`config.mk`:
```
export PLATFORM = sky130hd
export DESIGN_NAME = pwm_stagger_gen
export DESIGN_NICKNAME = d
export VERILOG_FILES = /design/src/rtl/pwm_stagger_pkg.sv /design/src/rtl/pwm_stagger_ctl.sv /design/src/rtl/pwm_stagger_chan.sv /design/src/rtl/pwm_stagger_dp.sv /design/src/rtl/pwm_stagger_gen.sv
export SDC_FILE = /design/constraint.sdc
export NUM_CORES = 1
export LEC_CHECK = 0
export BUFFER_PORTS_ARGS = -buffer_cell sky130_fd_sc_hd__buf_4
export CORE_MARGIN = 3
export CORE_UTILIZATION = 53
export CTS_CLUSTER_DIAMETER = 50
export DETAILED_ROUTE_END_ITERATION = 6
export PLACE_DENSITY = 0.88
export SLEW_MARGIN = 0
export SYNTH_ARGS = -nofsm -noshare
export SYNTH_HDL_FRONTEND = slang
export SYNTH_SLANG_ARGS = --single-unit
```
`constraint.sdc`:
```
create_clock -name clk -period 3.9 [get_ports clk]
set_clock_uncertainty 0.15 [all_clocks]
set_input_delay 0.39 -clock clk [delete_from_list [all_inputs] [get_ports clk]]
set_output_delay 0.39 -clock clk [all_outputs]
set_load 0.02 [all_outputs]
```
`src/rtl/pwm_stagger_pkg.sv`:
```
package pwm_stagger_pkg;
  // strobes from the control half to the channel datapath
  typedef struct packed {
    logic restart;  // capture settings, clear channel state
    logic run;      // block released, offset counter live
  } ctlStrobe_t;
endpackage

```
`src/rtl/pwm_stagger_ctl.sv`:
```
module pwm_stagger_ctl
  import pwm_stagger_pkg::*;
#(
  parameter int CNT_W       = 16,
  parameter int SYNC_STAGES = 2
) (
  input  logic             clk,
  input  logic             rstN,
  input  logic             syncEn,
  input  logic             extSync,
  input  logic             loadStb,
  input  logic             allStarted,
  output ctlStrobe_t       ctl,
  output logic [CNT_W-1:0] offCnt
);
  localparam int PIPE_W = SYNC_STAGES + 1;

  logic [PIPE_W-1:0] syncPipe;
  logic              waitQ;
  logic              syncFall;
  logic              release_;

  always_ff @(posedge clk) begin
    if (!rstN) syncPipe <= '0;
    else       syncPipe <= {syncPipe[PIPE_W-2:0], extSync};
  end

  assign syncFall = syncPipe[PIPE_W-1] & ~syncPipe[PIPE_W-2];
  assign release_ = waitQ & (~syncEn | syncFall);

  always_ff @(posedge clk) begin
    if (!rstN) begin
      waitQ  <= 1'b1;
      offCnt <= '0;
    end else if (loadStb) begin
      waitQ  <= 1'b1;
      offCnt <= '0;
    end else begin
      if (release_) waitQ <= 1'b0;
      if (!waitQ && !allStarted && (offCnt != {CNT_W{1'b1}}))
        offCnt <= offCnt + 1'b1;
    end
  end

  assign ctl.restart = loadStb;
  assign ctl.run     = ~waitQ;


  sync_hold_chk: assert property (@(posedge clk) disable iff (!rstN)
    (waitQ && syncEn && !syncFall && !loadStb) |=> waitQ);


  load_rearm_chk: assert property (@(posedge clk) disable iff (!rstN)
    loadStb |=> (waitQ && offCnt == '0));


  off_mono_chk: assert property (@(posedge clk) disable iff (!rstN)
    !loadStb |=> (offCnt >= $past(offCnt)));
endmodule

```
`src/rtl/pwm_stagger_chan.sv`:
```
module pwm_stagger_chan #(
  parameter int CNT_W      = 16,
  parameter int DEF_PERIOD = 10,
  parameter int DEF_WIDTH  = 7,
  parameter int DEF_OFFSET = 0
) (
  input  logic             clk,
  input  logic             rstN,
  input  logic             restart,
  input  logic             run,
  input  logic [CNT_W-1:0] offCnt,
  input  logic [CNT_W-1:0] periodIn,
  input  logic [CNT_W-1:0] widthIn,
  input  logic [CNT_W-1:0] offsetIn,
  output logic             pwm,
  output logic             started
);
  logic [CNT_W-1:0] perQ, widQ, offQ, cnt;
  logic             atEnd;

  assign atEnd = (perQ == '0) || (cnt >= perQ - 1'b1);

  always_ff @(posedge clk) begin
    if (!rstN) begin
      perQ    <= CNT_W'(DEF_PERIOD);
      widQ    <= CNT_W'(DEF_WIDTH);
      offQ    <= CNT_W'(DEF_OFFSET);
      cnt     <= '0;
      started <= 1'b0;
    end else if (restart) begin
      perQ    <= periodIn;
      widQ    <= widthIn;
      offQ    <= offsetIn;
      cnt     <= '0;
      started <= 1'b0;
    end else if (!started) begin
      cnt <= '0;
      if (run && offCnt == offQ) started <= 1'b1;
    end else begin
      cnt <= atEnd ? '0 : cnt + 1'b1;
    end
  end

  assign pwm = started && (perQ != '0) && (cnt < widQ);


  cnt_bound_chk: assert property (@(posedge clk) disable iff (!rstN)
    (started && perQ != '0) |-> (cnt < perQ));


  start_latch_chk: assert property (@(posedge clk) disable iff (!rstN)
    (started && !restart) |=> started);
endmodule

```
`src/rtl/pwm_stagger_dp.sv`:
```
module pwm_stagger_dp
  import pwm_stagger_pkg::*;
#(
  parameter int NUM_CH     = 4,
  parameter int CNT_W      = 16,
  parameter int DEF_PERIOD = 10,
  parameter int DEF_WIDTH  = 7,
  parameter int DEF_OFFSET = 0
) (
  input  logic                          clk,
  input  logic                          rstN,
  input  ctlStrobe_t                    ctl,
  input  logic [CNT_W-1:0]              offCnt,
  input  logic [NUM_CH-1:0][CNT_W-1:0]  periodIn,
  input  logic [NUM_CH-1:0][CNT_W-1:0]  widthIn,
  input  logic [NUM_CH-1:0][CNT_W-1:0]  offsetIn,
  output logic [NUM_CH-1:0]             pwmOut,
  output logic                          allStarted
);
  logic [NUM_CH-1:0] startedVec;

  for (genvar ch = 0; ch < NUM_CH; ch++) begin : g_chan
    pwm_stagger_chan #(
      .CNT_W(CNT_W), .DEF_PERIOD(DEF_PERIOD),
      .DEF_WIDTH(DEF_WIDTH), .DEF_OFFSET(DEF_OFFSET)
    ) u_chan (
      .clk(clk), .rstN(rstN),
      .restart(ctl.restart), .run(ctl.run), .offCnt(offCnt),
      .periodIn(periodIn[ch]), .widthIn(widthIn[ch]), .offsetIn(offsetIn[ch]),
      .pwm(pwmOut[ch]), .started(startedVec[ch])
    );
  end

  assign allStarted = &startedVec;


  hold_low_chk: assert property (@(posedge clk) disable iff (!rstN)
    !ctl.run |-> (pwmOut == '0));
endmodule

```
`src/rtl/pwm_stagger_gen.sv`:
```
module pwm_stagger_gen
  import pwm_stagger_pkg::*;
#(
  parameter int NUM_CH     = 4,   // 1 to 4
  parameter int CNT_W      = 16,
  parameter int DEF_PERIOD = 10,
  parameter int DEF_WIDTH  = 7,
  parameter int DEF_OFFSET = 0
) (
  input  logic                          clk,
  input  logic                          rstN,
  input  logic                          syncEn,
  input  logic                          extSync,
  input  logic                          loadStb,
  input  logic [NUM_CH-1:0][CNT_W-1:0]  periodIn,
  input  logic [NUM_CH-1:0][CNT_W-1:0]  widthIn,
  input  logic [NUM_CH-1:0][CNT_W-1:0]  offsetIn,
  output logic [NUM_CH-1:0]             pwmOut
);
  ctlStrobe_t       ctl;
  logic [CNT_W-1:0] offCnt;
  logic             allStarted;

  pwm_stagger_ctl #(.CNT_W(CNT_W), .SYNC_STAGES(2)) u_ctl (
    .clk(clk), .rstN(rstN), .syncEn(syncEn), .extSync(extSync),
    .loadStb(loadStb), .allStarted(allStarted), .ctl(ctl), .offCnt(offCnt)
  );

  pwm_stagger_dp #(
    .NUM_CH(NUM_CH), .CNT_W(CNT_W), .DEF_PERIOD(DEF_PERIOD),
    .DEF_WIDTH(DEF_WIDTH), .DEF_OFFSET(DEF_OFFSET)
  ) u_dp (
    .clk(clk), .rstN(rstN), .ctl(ctl), .offCnt(offCnt),
    .periodIn(periodIn), .widthIn(widthIn), .offsetIn(offsetIn),
    .pwmOut(pwmOut), .allStarted(allStarted)
  );
endmodule

```
Word-level counts from Yosys, hierarchy flattened
Index checks and enable logic that the tools add are counted.
- register bits: 280
- logic and storage cells: 98
- bits of input ports: 197
- output and inout port bits: 4
- equality and inequality tests: 5
- order comparisons: 8
- bitwise logic cells: 11
- reduce and logical (&&, ||, !) cells: 34
- muxes and demuxes: 8
- $add $sub $neg: 9
- operator list (cell ; count):
    $add 16x1->16 const B ; 5
    $eq 16x16->1 ; 4
    $ge 16x16->1 ; 4
    $logic_not 16->1 ; 4
    $lt 16x16->1 ; 4
    $reduce_bool 16->1 ; 4
    $sub 16x1->16 const B ; 4
    $ne 16x16->1 const B ; 1
    $reduce_or 4->1 ; 4
    $logic_and 1x1->1 ; 14
    $mux 1 ; 8
    $not 1->1 ; 8
    $logic_or 1x1->1 ; 4
    $reduce_and 4->1 ; 1
    $and 1x1->1 ; 2
    $logic_not 1->1 ; 2
    $reduce_or 2->1 ; 1
    $or 1x1->1 ; 1

Longest topological paths before layout
Gate-level depths: netlist of run 1.
- depth in word-level cells: 4
- depth in mapped cells: 13
- mapped depth without buffers: 12

Hierarchy
From an unflattened synthesis of run 1, not the netlist that was laid out.
- cell total of the unflattened synthesis: 1652
- area total of the unflattened synthesis: 15488.6 µm²
- by module, submodules not included (module ; instances ; area each (µm²) ; cells an instance ; sequential area each (µm²)):
    pwm_stagger_chan (u_dp.g_chan[0].u_chan ...) ; 3 ; 3644.7 ; 386 ; 1301.2
    pwm_stagger_chan (u_dp.g_chan[1].u_chan) ; 1 ; 3601.0 ; 388 ; 1301.2
    pwm_stagger_ctl ; 1 ; 944.7 ; 105 ; 400.4
    pwm_stagger_dp ; 1 ; 8.8 ; 1 ; 0.0

Worst setup path after synthesis of run 1
No wires, ideal clock.
- path type: register to register
- from: register u_dp.g_chan[2].u_chan.perQ[0]
- to: register u_dp.g_chan[2].u_chan.cnt[7]
- data arrival time: 3.326 ns
- data required time: 3.635 ns
- cell stages (with the launch flop): 14
- setup slack: 0.309 ns
- path buffers: 1
- library setup time: 0.115 ns
- clock period less this slack: 3.591 ns
- cell sequence: dfxtp_1 inv_1 ha_1 or4b_4 or4b_4 nor2_1 xnor2_1 ha_1 nand4_1 nor3_1 or4b_2 nand4b_2 buf_6 nor2_1
- longest elaborated chain between the ends: 4
- elaborated cells between the ends (all ways): 5
- classes of those cells: 1 x add/sub; 1 x order compare; 3 x reduce/logical
- ends and longest elaborated chain (item ; RTL line ; RTL):
    start, declared ; pwm_stagger_chan.sv:18 ; logic [CNT_W-1:0] perQ, widQ, offQ, cnt;
    start signal, assigned ; pwm_stagger_chan.sv:25 ; perQ <= CNT_W'(DEF_PERIOD);
    start signal, assigned ; pwm_stagger_chan.sv:31 ; perQ <= periodIn;
    $sub 16x1->16 ; pwm_stagger_chan.sv:21 ; assign atEnd = (perQ == '0) || (cnt >= perQ - 1'b1);
    $ge 16x16->1 ; pwm_stagger_chan.sv:21 ;
    $logic_or 1x1->1 * ; pwm_stagger_chan.sv:21 ;
    $reduce_or 4->1 (no source line) * ; -- ;
    end signal, assigned ; pwm_stagger_chan.sv:40 ; cnt <= atEnd ? '0 : cnt + 1'b1;
    end, declared ; pwm_stagger_chan.sv:18 ;
Every way passes the cells marked *; elsewhere a longest branch is shown, timed or not.
A chain may end at the register's enable or synchronous reset.

Worst setup path in the final report of run 1
- from: register u_dp.g_chan[2].u_chan.perQ[0]
- to: register u_dp.g_chan[2].u_chan.cnt[4]
The elaborated chain is that of the path after synthesis.

==> summary by stage, run 1 <==
Finish
The number of filler cells placed in the layout is 1962. The area used by multi-input combinational logic is 0.009315 sq mm. The net count of the finished layout is 2292. The share of cells above drive strength 1 is 14.10%.

The post-synthesis to final-layout area growth is 26.77%. Registers take 0.005605 sq mm.

Synthesis
The Yosys step of the flow raised 0 warnings. Summing the areas of all compound-gate instances in the mapped netlist gives 5.773% of the synthesized area. The post-synthesis net count is 2002. Summing every instance area after synthesis gives 0.01547 sq mm.

Summing the areas of all xor and xnor instances in the mapped netlist gives 10.58% of the synthesized area. The area share of fa/ha/maj cells after synthesis is 10.75%. Among all flip-flop cells after synthesis, the most frequent one is dfxtp_1. The fraction of registers with async set or reset after synthesis is 0%. Multiplexer cells account for 11.77% of the synthesized area. The post-synthesis cell count is 1672. In the post-synthesis netlist, the biggest area contributors are dfxtp_1 36%, mux2i_1 12%, ha_1 11%.

The synthesized design devotes to its leading area cell type 36.23% of total area. The synthesized design contains 280 register bits. The mean cell area of the mapped netlist is 9.255 sq um.

Of the total synthesized cell area, the portion taken by AND, OR, NAND and NOR gates is 20.93%. The dominant cell type by area after synthesis is dfxtp_1. Of the synthesized area, sequential elements account for 36.23%. The combinational family with the most area after synthesis is simple AND/OR/NAND/NOR gates. Counting flops with a built-in enable in the synthesized netlist gives 0. The number of distinct standard cells referenced by the synthesized netlist is 54.

Clocking
At the later pin of the worst-skew pair, clock insertion delay measures 0.51 ns. The maximum level of the CTS H-tree is 2. The TritonCTS sink count is 280. The clock-pin slew reported for the worst setup and hold paths after clock tree synthesis is 0.06 ns. TritonCTS built the clock tree. The maximum clock path buffer count is 3. Buffers inserted during clock tree synthesis total 35. The root buffer cell chosen for the clock tree is clkbuf_16.

GRT
The overall track demand over capacity in global routing is 26.22%. The pin count of the biggest net entering global routing is 72. The first-pass GRT wire length is 67070 um.

The aggregate global routing overflow is 0. The number of global-route vias before repair is 13530. The initial antenna violation count is 2.

Die
The die width is 176.9 um. The die covers 0.03128 sq mm. The placeable core area is 0.02824 sq mm.

The count of boundary I/O pins is 201. The floorplan step set the die height to 176.9 um. For this configuration, the core starts out at a cell density of 54.79%. The floorplan has 61 rows.

Route
The number of detailed-route iterations in the first pass is 5. The routed layout has 13087 vias. The number of nets with antenna violations after routing is 0.

The via count normalized by instance count is 5.524. The total wire length after detailed routing is 42070 um. For this block, the initial DRC count from the detailed router was 873. After detailed routing, the average wire length per cell comes to 17.76 um.

For this run, design rule violations remaining after detail routing come to 0.

Setup path
The category of the critical setup timing path is reg2reg. The arrival time reported for the critical path endpoint is 3.95 ns. The nature of the critical path endpoint is a register.

The worst setup path is launched from a register. Along the worst path, the maximum fanout reaches 8. The required time reported for the critical path endpoint is 4.14 ns.

STA
The transition time of the tightest slew-check pin is 0.9466 ns. The relative max-transition margin is 36.89%. Once routing completed, OpenROAD measured the worst setup slack at 0.1864 ns. Counting I/O delays and the setup requirement, the final critical path takes 3.714 ns.

Timing would allow up to 0.2693 GHz. Setup violations remaining at the end of the flow were counted as 0. In the finished design, the share of the clock period the worst path needs comes to 95.22%. The number of pins with negative max-slew slack in the final report was 0. The final number of hold-violating endpoints is 0.

Pwr
The relative contribution of combinational cells to total power is 12.3%. The static leakage is 8.496 nW. Registers are responsible for 42.9% of the overall power. After layout, the design draws a total of 7.216 mW.

The switching power is 1.790 mW. VDD sags by at most 330.6 uV. Of the total power, the share spent switching nets is 24.81%. The power density of the placed cells is 367.9 mW/mm^2.

The clock network is responsible for 44.9% of the overall power. The internal power of the cells totals 5.426 mW.

Placement
The count of buffers added on input and output ports is 200. The wire-length estimate of the detail-placed layout is 27840 um. At the placement stage, the worst setup path has a slack of 0.02092 ns.

The placer congestion estimate is 0.9388.

Flow run
The number of max-capacitance violations reported is 0.

Outcome
The flow ran to the end, and the final reports show no timing, DRC or antenna violations.

Hold path
The kind of path behind the tightest hold check is in2reg.
## worst max-delay path, cell delays in order (launching register included)
cell,delay (ns)
dfxtp_1,0.35
inv_1,0.11
ha_2,0.23
or4b_4,0.50
or4b_4,0.52
nor2_1,0.14
xnor2_1,0.08
ha_1,0.30
nand4_1,0.17
nor3_2,0.25
or4b_4,0.54
nand4b_4,0.17
nor2_1,0.08
## cells in the mapped netlist (all sizes together), types with 2 or more instances
| cell | number |
|---|---|
| a21boi | 5 |
| and2 | 4 |
| a21o | 10 |
| or4 | 3 |
| a211o | 7 |
| or3b | 2 |
| nand4 | 38 |
| clkbuf | 47 |
| inv | 83 |
| or3 | 7 |
| ha | 133 |
| o21ai | 15 |
| nor2b | 177 |
| a211oi | 5 |
| o41ai | 2 |
| o31ai | 2 |
| o211a | 2 |
| nand2 | 93 |
| and3 | 6 |
| nand4b | 4 |
| a41oi | 2 |
| nor3 | 36 |
| a2111oi | 6 |
| a32o | 2 |
| o211ai | 17 |
| mux2i | 182 |
| or4b | 5 |
| a21oi | 39 |
| xor2 | 79 |
| nor4 | 30 |
| nor2 | 132 |
| xnor2 | 108 |
| o21a | 4 |
| nor3b | 5 |
| and4 | 8 |
| o221ai | 2 |
| nand3 | 43 |
| o2111ai | 2 |
| dfxtp | 280 |
| buf | 25 |
| nand2b | 12 |
## registers in the layout, summed over array words and instances (netlist names)
name	flops
u_dp.g_chan.u_chan.perQ	64
u_ctl.offCnt	16
u_dp.g_chan.u_chan.started	4
u_dp.g_chan.u_chan.offQ	64
u_dp.g_chan.u_chan.cnt	64
u_ctl.waitQ	1
u_dp.g_chan.u_chan.widQ	64
u_ctl.syncPipe	3
## per-stage QoR
step | instance area, sq um | util (%) | hold slack (ns) | cells | TNS (ns)
6_report | 19620 | 69.46 | 0.01198 | 2369 | 0
2_1_floorplan | 15470 | - | 0.2619 | 1672 | 0
4_1_cts | 19530 | 69.17 | 0.0005571 | 2362 | 0
3_3_place_gp | 17200 | 60.91 | 0.2697 | 2184 | 0
3_5_place_dp | 17200 | 60.91 | 0.2712 | 2184 | 0
5_1_grt | 19610 | 69.43 | 0.01201 | 2366 | -0.003131
## cells in the final DEF, fill, tap and decap left out, drive strengths merged, types with 10 or more instances in the layout
cell	n
dfxtp	280
buf	207
mux2i	182
nor2b	177
ha	133
nor2	132
dlygate4sd3	117
xnor2	108
nand2	93
inv	91
xor2	79
nand3	43
clkbuf	43
a21oi	39
nand4	38
nor3	36
nor4	30
o211ai	17
o21ai	15
nand2b	12
a21o	10
## logic make-up (layout without fill, tap and decap cells)
kind of cell	after synthesis	count (layout)
AO/OA/AOI/OAI	127	127
XOR/XNOR	187	187
adder cells (fa/ha/maj)	133	133
buffers and inverters	155	468
flip-flops	280	280
multiplexers	182	182
other	0	5
AND/OR/NAND/NOR	608	609
## path summary, 6_finish.rpt
| path | startpoint | end | slack [ns] | depth (start not counted) |
|---|---|---|---|---|
| worst max-delay path | u_dp.g_chan[2].u_chan.perQ[0]$_SDFFE_PN0P_ | u_dp.g_chan[2].u_chan.cnt[4]$_SDFF_PP0_ | 0.19 | 12 |
| worst min-delay path | offsetIn[29] | u_dp.g_chan[1].u_chan.offQ[13]$_SDFFE_PN0P_ | 0.01 | 3 |
| worst min register to register | u_ctl.syncPipe[0]$_SDFF_PN0_ | u_ctl.syncPipe[1]$_SDFF_PN0_ | 0.28 | 1 |
| worst max register to register | u_dp.g_chan[2].u_chan.perQ[0]$_SDFFE_PN0P_ | u_dp.g_chan[2].u_chan.cnt[4]$_SDFF_PP0_ | 0.19 | 12 |
## power groups by stage
| stage | combinational, mW | clock [mW] | sequential, mW |
|---|---|---|---|
| 5_1_grt | 0.968 | 3.41 | 3.10 |
| 3_3_place_gp | 0.728 | 0 | 3.14 |
| 4_1_cts | 0.864 | 3.28 | 3.09 |
| 2_1_floorplan | 0.493 | 0 | 3.12 |
| 6_report | 0.885 | 3.24 | 3.09 |
| 3_5_place_dp | 0.760 | 0 | 3.15 |
## metal layers
| metal | vias to the layer above | track usage, % | wire length (um) |
|---|---|---|---|
| li1 | 6344 | - | - |
| met5 | - | 0 | 0 |
| met3 | 132 | 4.934 | 2556 |
| met1 | 6144 | 31.55 | 17200 |
| met2 | 467 | 45.82 | 20680 |
| met4 | 0 | 11.19 | 1631 |
## final cells by class
cell class | instances | share of cell area (%)
clock inverters | 18 | 1.052
inverters | 83 | 1.588
well taps | 378 | 2.411
diodes | 5 | 0.06379
repair buffers | 324 | 13.99
clock buffers | 43 | 4.822
multi-input cells | 1238 | 47.49
flip-flops and latches | 280 | 28.58
## what timing repair did
item                                    4_1_cts  5_1_grt
hold buffers                                117        0
endpoints found under the hold margin       117        0
setup buffers                                 0        1
pin swaps                                     0        1
cloned                                        0        1
resized for setup                             1        6
endpoints found under the setup margin        1       32
Note: power is estimated with default switching activity, not from simulation.
==> run 2: changes to the inputs <==
--- a/config.mk
+++ b/config.mk
@@ -13,2 +13,3 @@
 export PLACE_DENSITY = 0.88
+export SETUP_SLACK_MARGIN = 0.1
 export SLEW_MARGIN = 0
==> constraint.sdc (replaced) <==
create_clock -name clk -period 3.9 [get_ports clk]
set_clock_uncertainty 0.15 [all_clocks]
set_input_delay 0.78 -clock clk [delete_from_list [all_inputs] [get_ports clk]]
set_output_delay 0.78 -clock clk [all_outputs]
set_load 0.02 [all_outputs]
==> summary by stage, run 2 (same netlist as run 1, synthesis figures left out) <==
Pwr
The total design power is 6.866 mW (-4.9%). The static leakage is 7.994 nW (-5.9%). The peak supply drop is 395.3 uV (+20%). The power density of the placed cells came to 372.3 mW/mm^2 (+1.2%).

Clocking
The number of buffers inserted for hold repair after clock tree synthesis came to 0 (-100%). The maximum clock path buffer count was 3 (unchanged). TritonCTS built the clock tree. The total clock buffers created by CTS is 31 (-11%). The TritonCTS sink count is 280 (unchanged). The maximum level of the CTS H-tree came to 1 (-1). In this run the clock root is driven by a clkbuf_16. The clock-pin slew reported for the worst setup and hold paths after clock tree synthesis is 0.06 ns (about the same). The clock latency on the worst-skew pair was 0.56 ns (+0.05 ns).

STA
The final number of hold-violating endpoints is 0 (unchanged). The timing-limited maximum frequency is 0.2679 GHz (-0.50%). Setup repair after global routing could not meet its margin everywhere. The number of pins with negative max-slew slack in the final report is 0 (unchanged).

The total negative slack for setup checks is 0 ns (unchanged). The smallest hold slack was 0.2857 ns (+0.2737 ns). The final period utilization is 95.70% (+0.48 points).

The transition time of the tightest slew-check pin is 0.8279 ns (-0.1186 ns). The minimum clock period was 3.732 ns (+0.01862 ns). The final number of setup-violating endpoints is 0 (unchanged).

The smallest setup slack after layout came to 0.1678 ns (-0.01862 ns). The relative max-transition margin came to 44.80% (+7.9 points).

Finish
In the layout the commonest cells are 277 x dfxtp_1, 210 x buf_4, 182 x mux2i_1. The area growth from synthesis to layout is 19.18%. The number of filler cells placed in the layout is 2212 (+13%). The share of cells above drive strength 1 is 15.52% (+1.4 points). The final standard cell count with taps included and fillers excluded came to 2248 (-5.1%). The area of all placed cells without fillers is 0.01844 sq mm (-6.0%). The final layout net count is 2176 (-5.1%). The share of the core filled with cells in the final layout was 65.30% (-4.2 points). The most common cell after layout, fill and taps aside is dfxtp_1.

Route
The number of nets with antenna violations after routing came to 0 (unchanged). The final routed wire length divided by cell count is 17.03 um (-4.1%). The number of DRC markers after the initial detailed-route iteration was 688 (-21%). The via count normalized by instance count is 5.495 (-0.54%). The total via count after detailed routing is 12352 (-5.6%). The count of unresolved DRC violations after routing is 0 (unchanged). The total wire length after detailed routing is 38270 um (-9.0%). The number of detailed-route iterations in the first pass is 6 (+1).

GRT
The overall track demand over capacity in global routing is 23.75% (-2.5 points). The number of global-route vias before repair is 12658 (-6.4%). The aggregate global routing overflow is 0 (unchanged).

The first-pass GRT wire length was 61810 um (-7.8%). The pin count of the biggest net entering global routing is 102 (+42%). The initial antenna violation count was 2 (unchanged).

Setup path
The nature of the critical path endpoint is an output pin. The required time reported for the critical path endpoint is 2.97 ns (-1.17 ns). STA classifies the critical path startpoint as a register. The critical path is of the reg2out type. The slowest stage of the critical path belongs to the cell or4b_4. The cell family contributing the most delay on the critical path is simple AND/OR/NAND/NOR gates.

The buffers plus inverters on the worst setup path came to 3 (+2). The peak fanout along the critical path is 4 (-4). The delay contributed by the slowest stage of the critical path was 0.57 ns (+0.03 ns). Traced cell by cell, the critical path runs through inv_2, ha_4, or4b_4, or4b_4, o41ai_4, buf_4, nor4_2, buf_4. The arrival time reported for the critical path endpoint is 2.80 ns (-1.15 ns).

Placement
The placer congestion estimate is 0.9340 (-0.51%). The placed cell count is 2184 (unchanged). The placed instance area is 0.01720 sq mm (unchanged). The pre-CTS worst setup slack is 0.02914 ns (+0.008217 ns). The count of buffers from port buffering came to 200 (unchanged).

The sum of net half-perimeters after detailed placement is 27830 um (about the same).

Die
The die width is 176.9 um (unchanged). The initial standard-cell utilization of the core came to 54.79% (unchanged). The die area is 0.03128 sq mm (unchanged).

The count of boundary I/O pins is 201 (unchanged). The die height was 176.9 um (unchanged). The site row count is 61 (unchanged). The placeable core area is 0.02824 sq mm (unchanged).

Flow run
The number of max-capacitance violations reported is 0 (unchanged).

Outcome
The flow ran to the end, and the final reports show no timing, DRC or antenna violations.

Hold path
The min-delay analysis places its worst path in the category in2reg.
run 2: final cells by class:
type	count	area [sq um]	area share [%]
flip-flops and latches	280	5609	30.42
clock buffers	44	904.6	4.905
diodes	1	2.502	0.01357
inverters	83	311.5	1.689
multi-input cells	1238	9376	50.84
repair buffers	212	1612	8.739
clock inverters	12	152.6	0.8277
well taps	378	473.0	2.565
run 2: final timing paths:
check	startpoint	to	slack [ns]	depth (start not counted)
hold / removal	extSync	u_ctl.syncPipe[0]$_SDFF_PN0_	0.29	2
setup reg to reg	u_dp.g_chan[2].u_chan.perQ[1]$_SDFFE_PN1P_	u_dp.g_chan[2].u_chan.cnt[15]$_SDFF_PP0_	0.37	12
setup / recovery	u_dp.g_chan[2].u_chan.perQ[1]$_SDFFE_PN1P_	pwmOut[2]	0.17	8
hold reg to reg	u_ctl.syncPipe[0]$_SDFF_PN0_	u_ctl.syncPipe[1]$_SDFF_PN0_	0.29	1
run 2: timing repair:
item                                    CTS  global route
endpoints found under the setup margin   18            50
cloned                                    0             1
buffers inserted                          0             6
pin swaps                                 1             7
resized for setup                         2            20
run 2: per-layer routing:
metal	track usage [%]	up-vias	share of wire, %
li1	-	6114	-
met1	30.12	5815	44
met2	41.39	338	48
met3	3.475	85	4.9
met4	8.085	0	3.2
met5	0	-	0
run 2: worst reg2reg max path, stage by stage, from the launching register on:
cell and delay, ns:
dfxtp_2 0.34, inv_2 0.08, ha_4 0.15, or4b_4 0.49, or4b_4 0.57, nor2_1 0.16
xnor2_1 0.09, ha_1 0.30, nand4_1 0.15, nor3_2 0.14, or4b_4 0.53, nand4b_4 0.18
nor2_1 0.08
run 2: power breakdown:
group,switching (mW),internal [mW]
Combinational,0.356,0.418
Clock,1.19,1.81
Sequential,0.109,2.98
==> run 3: changes to the inputs <==
- CORE_UTILIZATION: 53 -> 23
- PLACE_DENSITY: 0.88 -> 0.51
- clock period: 3.9 -> 3.3 ns (I/O delays scaled with it)
==> summary by stage, run 3 (same netlist as run 1, synthesis figures left out) <==
Die
The initial standard-cell utilization of the core came to 23.37% (-31 points). The die area came to 0.07042 sq mm (+130%). The count of boundary I/O pins came to 201 (unchanged). The placeable core area is 0.06622 sq mm (+130%). The site row count was 94 (+54%).

The die width is 265.4 um (+50%). The die height is 265.4 um (+50%).

Hold path
The worst hold path begins at widthIn[33]. The number of stages on the worst hold path is 3 (+1). The tightest min-delay check is of the in2reg type.

The path with the worst hold slack has its endpoint at u_dp.g_chan[2].u_chan.widQ[1]$_SDFFE_PN1P_.

Setup path
The setup path with the least slack is of type reg2out. The arrival time reported for the critical path endpoint came to 2.82 ns (+0.02 ns). The signal on the critical path passes through inv_2, ha_4, or4b_4, or4b_4, buf_4, o41ai_4, nor4_2, buf_4. For this design, the slowest cell found on the critical path is or4b_4. The required time reported for the critical path endpoint is 2.49 ns (-0.48 ns).

The capture instance of the worst register-to-register path is u_dp.g_chan[2].u_chan.cnt[2]$_SDFF_PP0_. The delay contributed by the slowest stage of the critical path is 0.56 ns (about the same). The worst setup path is captured at an output pin. The reg-to-reg setup timing slack is -0.23 ns (-0.60 ns).

The element type at the critical path start is a register. In this run the critical register-to-register path is launched from u_dp.g_chan[2].u_chan.perQ[0]$_SDFFE_PN0P_. The cell count of the worst reg-to-reg path came to 13 (+1). The buffers plus inverters on the worst setup path is 3 (unchanged). The critical path's top delay family is simple AND/OR/NAND/NOR gates. The peak fanout along the critical path is 2 (-2).

Clocking
The maximum clock path buffer count is 3 (unchanged). The clock tree root driver cell is clkbuf_16. The clock latency on the worst-skew pair is 0.56 ns (about the same). The TritonCTS sink count came to 280 (unchanged).

TritonCTS built the clock tree. The clock-pin slew reported for the worst setup and hold paths after clock tree synthesis is 0.06 ns (about the same). The total clock buffers created by CTS is 45 (+45%). The maximum level of the CTS H-tree was 2 (+1).

STA
The timing-limited maximum frequency is 0.2752 GHz. The number of pins with negative max-slew slack in the final report came to 0 (unchanged). The final number of setup-violating endpoints is 34 (+34).

Setup repair after global routing could not meet its margin everywhere. The transition time of the tightest slew-check pin was 0.7935 ns (-0.03446 ns). The minimum clock period is 3.633 ns. The relative max-transition margin was 47.10% (+2.3 points). The total negative slack for setup checks was -5.451 ns (-5.451 ns). The smallest setup slack after layout is -0.3334 ns (-0.5012 ns). The final period utilization is 110.1%. The final number of hold-violating endpoints was 0 (unchanged).

Outcome
The flow ran to the end, but the final reports show violations. The checks that failed: setup timing.

Route
The via count normalized by instance count is 4.355 (-21%). The total wire length after detailed routing was 44750 um (+17%). The count of unresolved DRC violations after routing is 0 (unchanged). The number of nets with antenna violations after routing is 0 (unchanged).

The total via count after detailed routing was 12247 (-0.85%). The final routed wire length divided by cell count is 15.91 um (-6.5%). The number of DRC markers after the initial detailed-route iteration is 429 (-38%).

The number of detailed-route iterations in the first pass came to 4 (-2).

GRT
The pin count of the biggest net entering global routing is 197 (+93%). The first-pass GRT wire length is 70620 um (+14%). The overall track demand over capacity in global routing is 12.54% (-11 points). The aggregate global routing overflow is 0 (unchanged).

The initial antenna violation count is 2 (unchanged). The number of global-route vias before repair is 12567 (-0.72%).

Finish
The final standard cell count with taps included and fillers excluded is 2812 (+25%). The library cell used most frequently in the layout, excluding fill and tap cells, is dfxtp_1. The final layout net count is 2241 (+3.0%).

The share of cells above drive strength 1 was 23.57% (+8.1 points). The share of the core filled with cells in the final layout was 30.85% (-34 points). Relative to the synthesized area, the layout overhead comes to 32.02%.

The library cells used most frequently in the layout, excluding fill and tap cells, are 261 x dfxtp_1, 252 x buf_4, 182 x mux2i_1.

Placement
The sum of net half-perimeters after detailed placement is 33060 um (+19%). The count of buffers from port buffering is 200 (unchanged). The placed cell count is 2701 (+24%). The placer congestion estimate is 0.8144 (-13%).

The pre-CTS worst setup slack was -0.1303 ns (-0.1594 ns).

Pwr
The static leakage is 8.591 nW (+7.5%). The peak supply drop was 293.2 uV (-26%). The power density of the placed cells is 465.8 mW/mm^2 (+25%). The total design power is 9.516 mW (+39%).

Flow run
The number of max-capacitance violations reported came to 0 (unchanged).
==> run 3: area by class of cell <==
cell class	instances	area [sq um]
antenna	1	2.502
clock buffer	53	1229
clock inverter	30	324.1
fill	6856	45790
inverter	83	311.5
multi-input combinational	1238	9777
sequential	280	5632
tap	864	1081
timing repair buffer	263	2072
==> run 3: worst max path at each step <==
stage | start | endpoint | cells past startpoint
3_3_place_gp | u_dp.g_chan[2].u_chan.perQ[1]$_SDFFE_PN1P_ | u_dp.g_chan[2].u_chan.cnt[3]$_SDFF_PP0_ | 12
6_report | u_dp.g_chan[2].u_chan.perQ[0]$_SDFFE_PN0P_ | pwmOut[2] | 8
3_5_place_dp | u_dp.g_chan[2].u_chan.perQ[1]$_SDFFE_PN1P_ | u_dp.g_chan[2].u_chan.cnt[3]$_SDFF_PP0_ | 12
2_1_floorplan | u_dp.g_chan[2].u_chan.perQ[1]$_SDFFE_PN1P_ | u_dp.g_chan[2].u_chan.cnt[0]$_SDFF_PP0_ | 13
4_1_cts | u_dp.g_chan[2].u_chan.perQ[1]$_SDFFE_PN1P_ | pwmOut[2] | 8
5_1_grt | u_dp.g_chan[2].u_chan.perQ[0]$_SDFFE_PN0P_ | pwmOut[2] | 8
==> run 3: worst min-delay path: cells and delay by family <==
family / cells / cell delay [ns]
and+or+nand+nor: 1 / 0.04
buffers and inverters: 1 / 0.08
AOI/OAI and AO/OA: 1 / 0.06
==> run 3: routing by layer <==
metal	vias to the layer above	wire, um	track usage (%)
li1	6259	-	-
met2	198	21620	21.60
met4	0	934	3.964
met5	-	0	0
met1	5735	20500	16.04
met3	55	1698	2.026
==> run 3: through the flow <==
stage / instance area, sq um / hold slack (ns)
final: 20430 / 0.1618
after global routing: 20430 / 0.1334
after CTS: 20110 / 0.1114
after detailed placement: 18140 / 0.2977
after global placement: 18140 / 0.3057
after floorplan: 15530 / 0.2619
==> run 3: timing repair <==
item | 4_1_cts | 5_1_grt
gates cloned | 3 | 0
pin swaps | 51 | 29
endpoints found under the setup margin | 52 | 68
buffers inserted | 18 | 7
hold buffers | 0 | 0
gates resized for setup | 59 | 72
==> run 3: report_power, final <==
part / switching (mW) / total, mW / internal, mW / leakage (nW)
Sequential: 0.128 / 3.66 / 3.53 / 2.30
Combinational: 0.455 / 1.00 / 0.545 / 5.53
Clock: 1.83 / 4.86 / 3.03 / 0.760
Total: 2.41 / 9.52 / 7.10 / 8.59
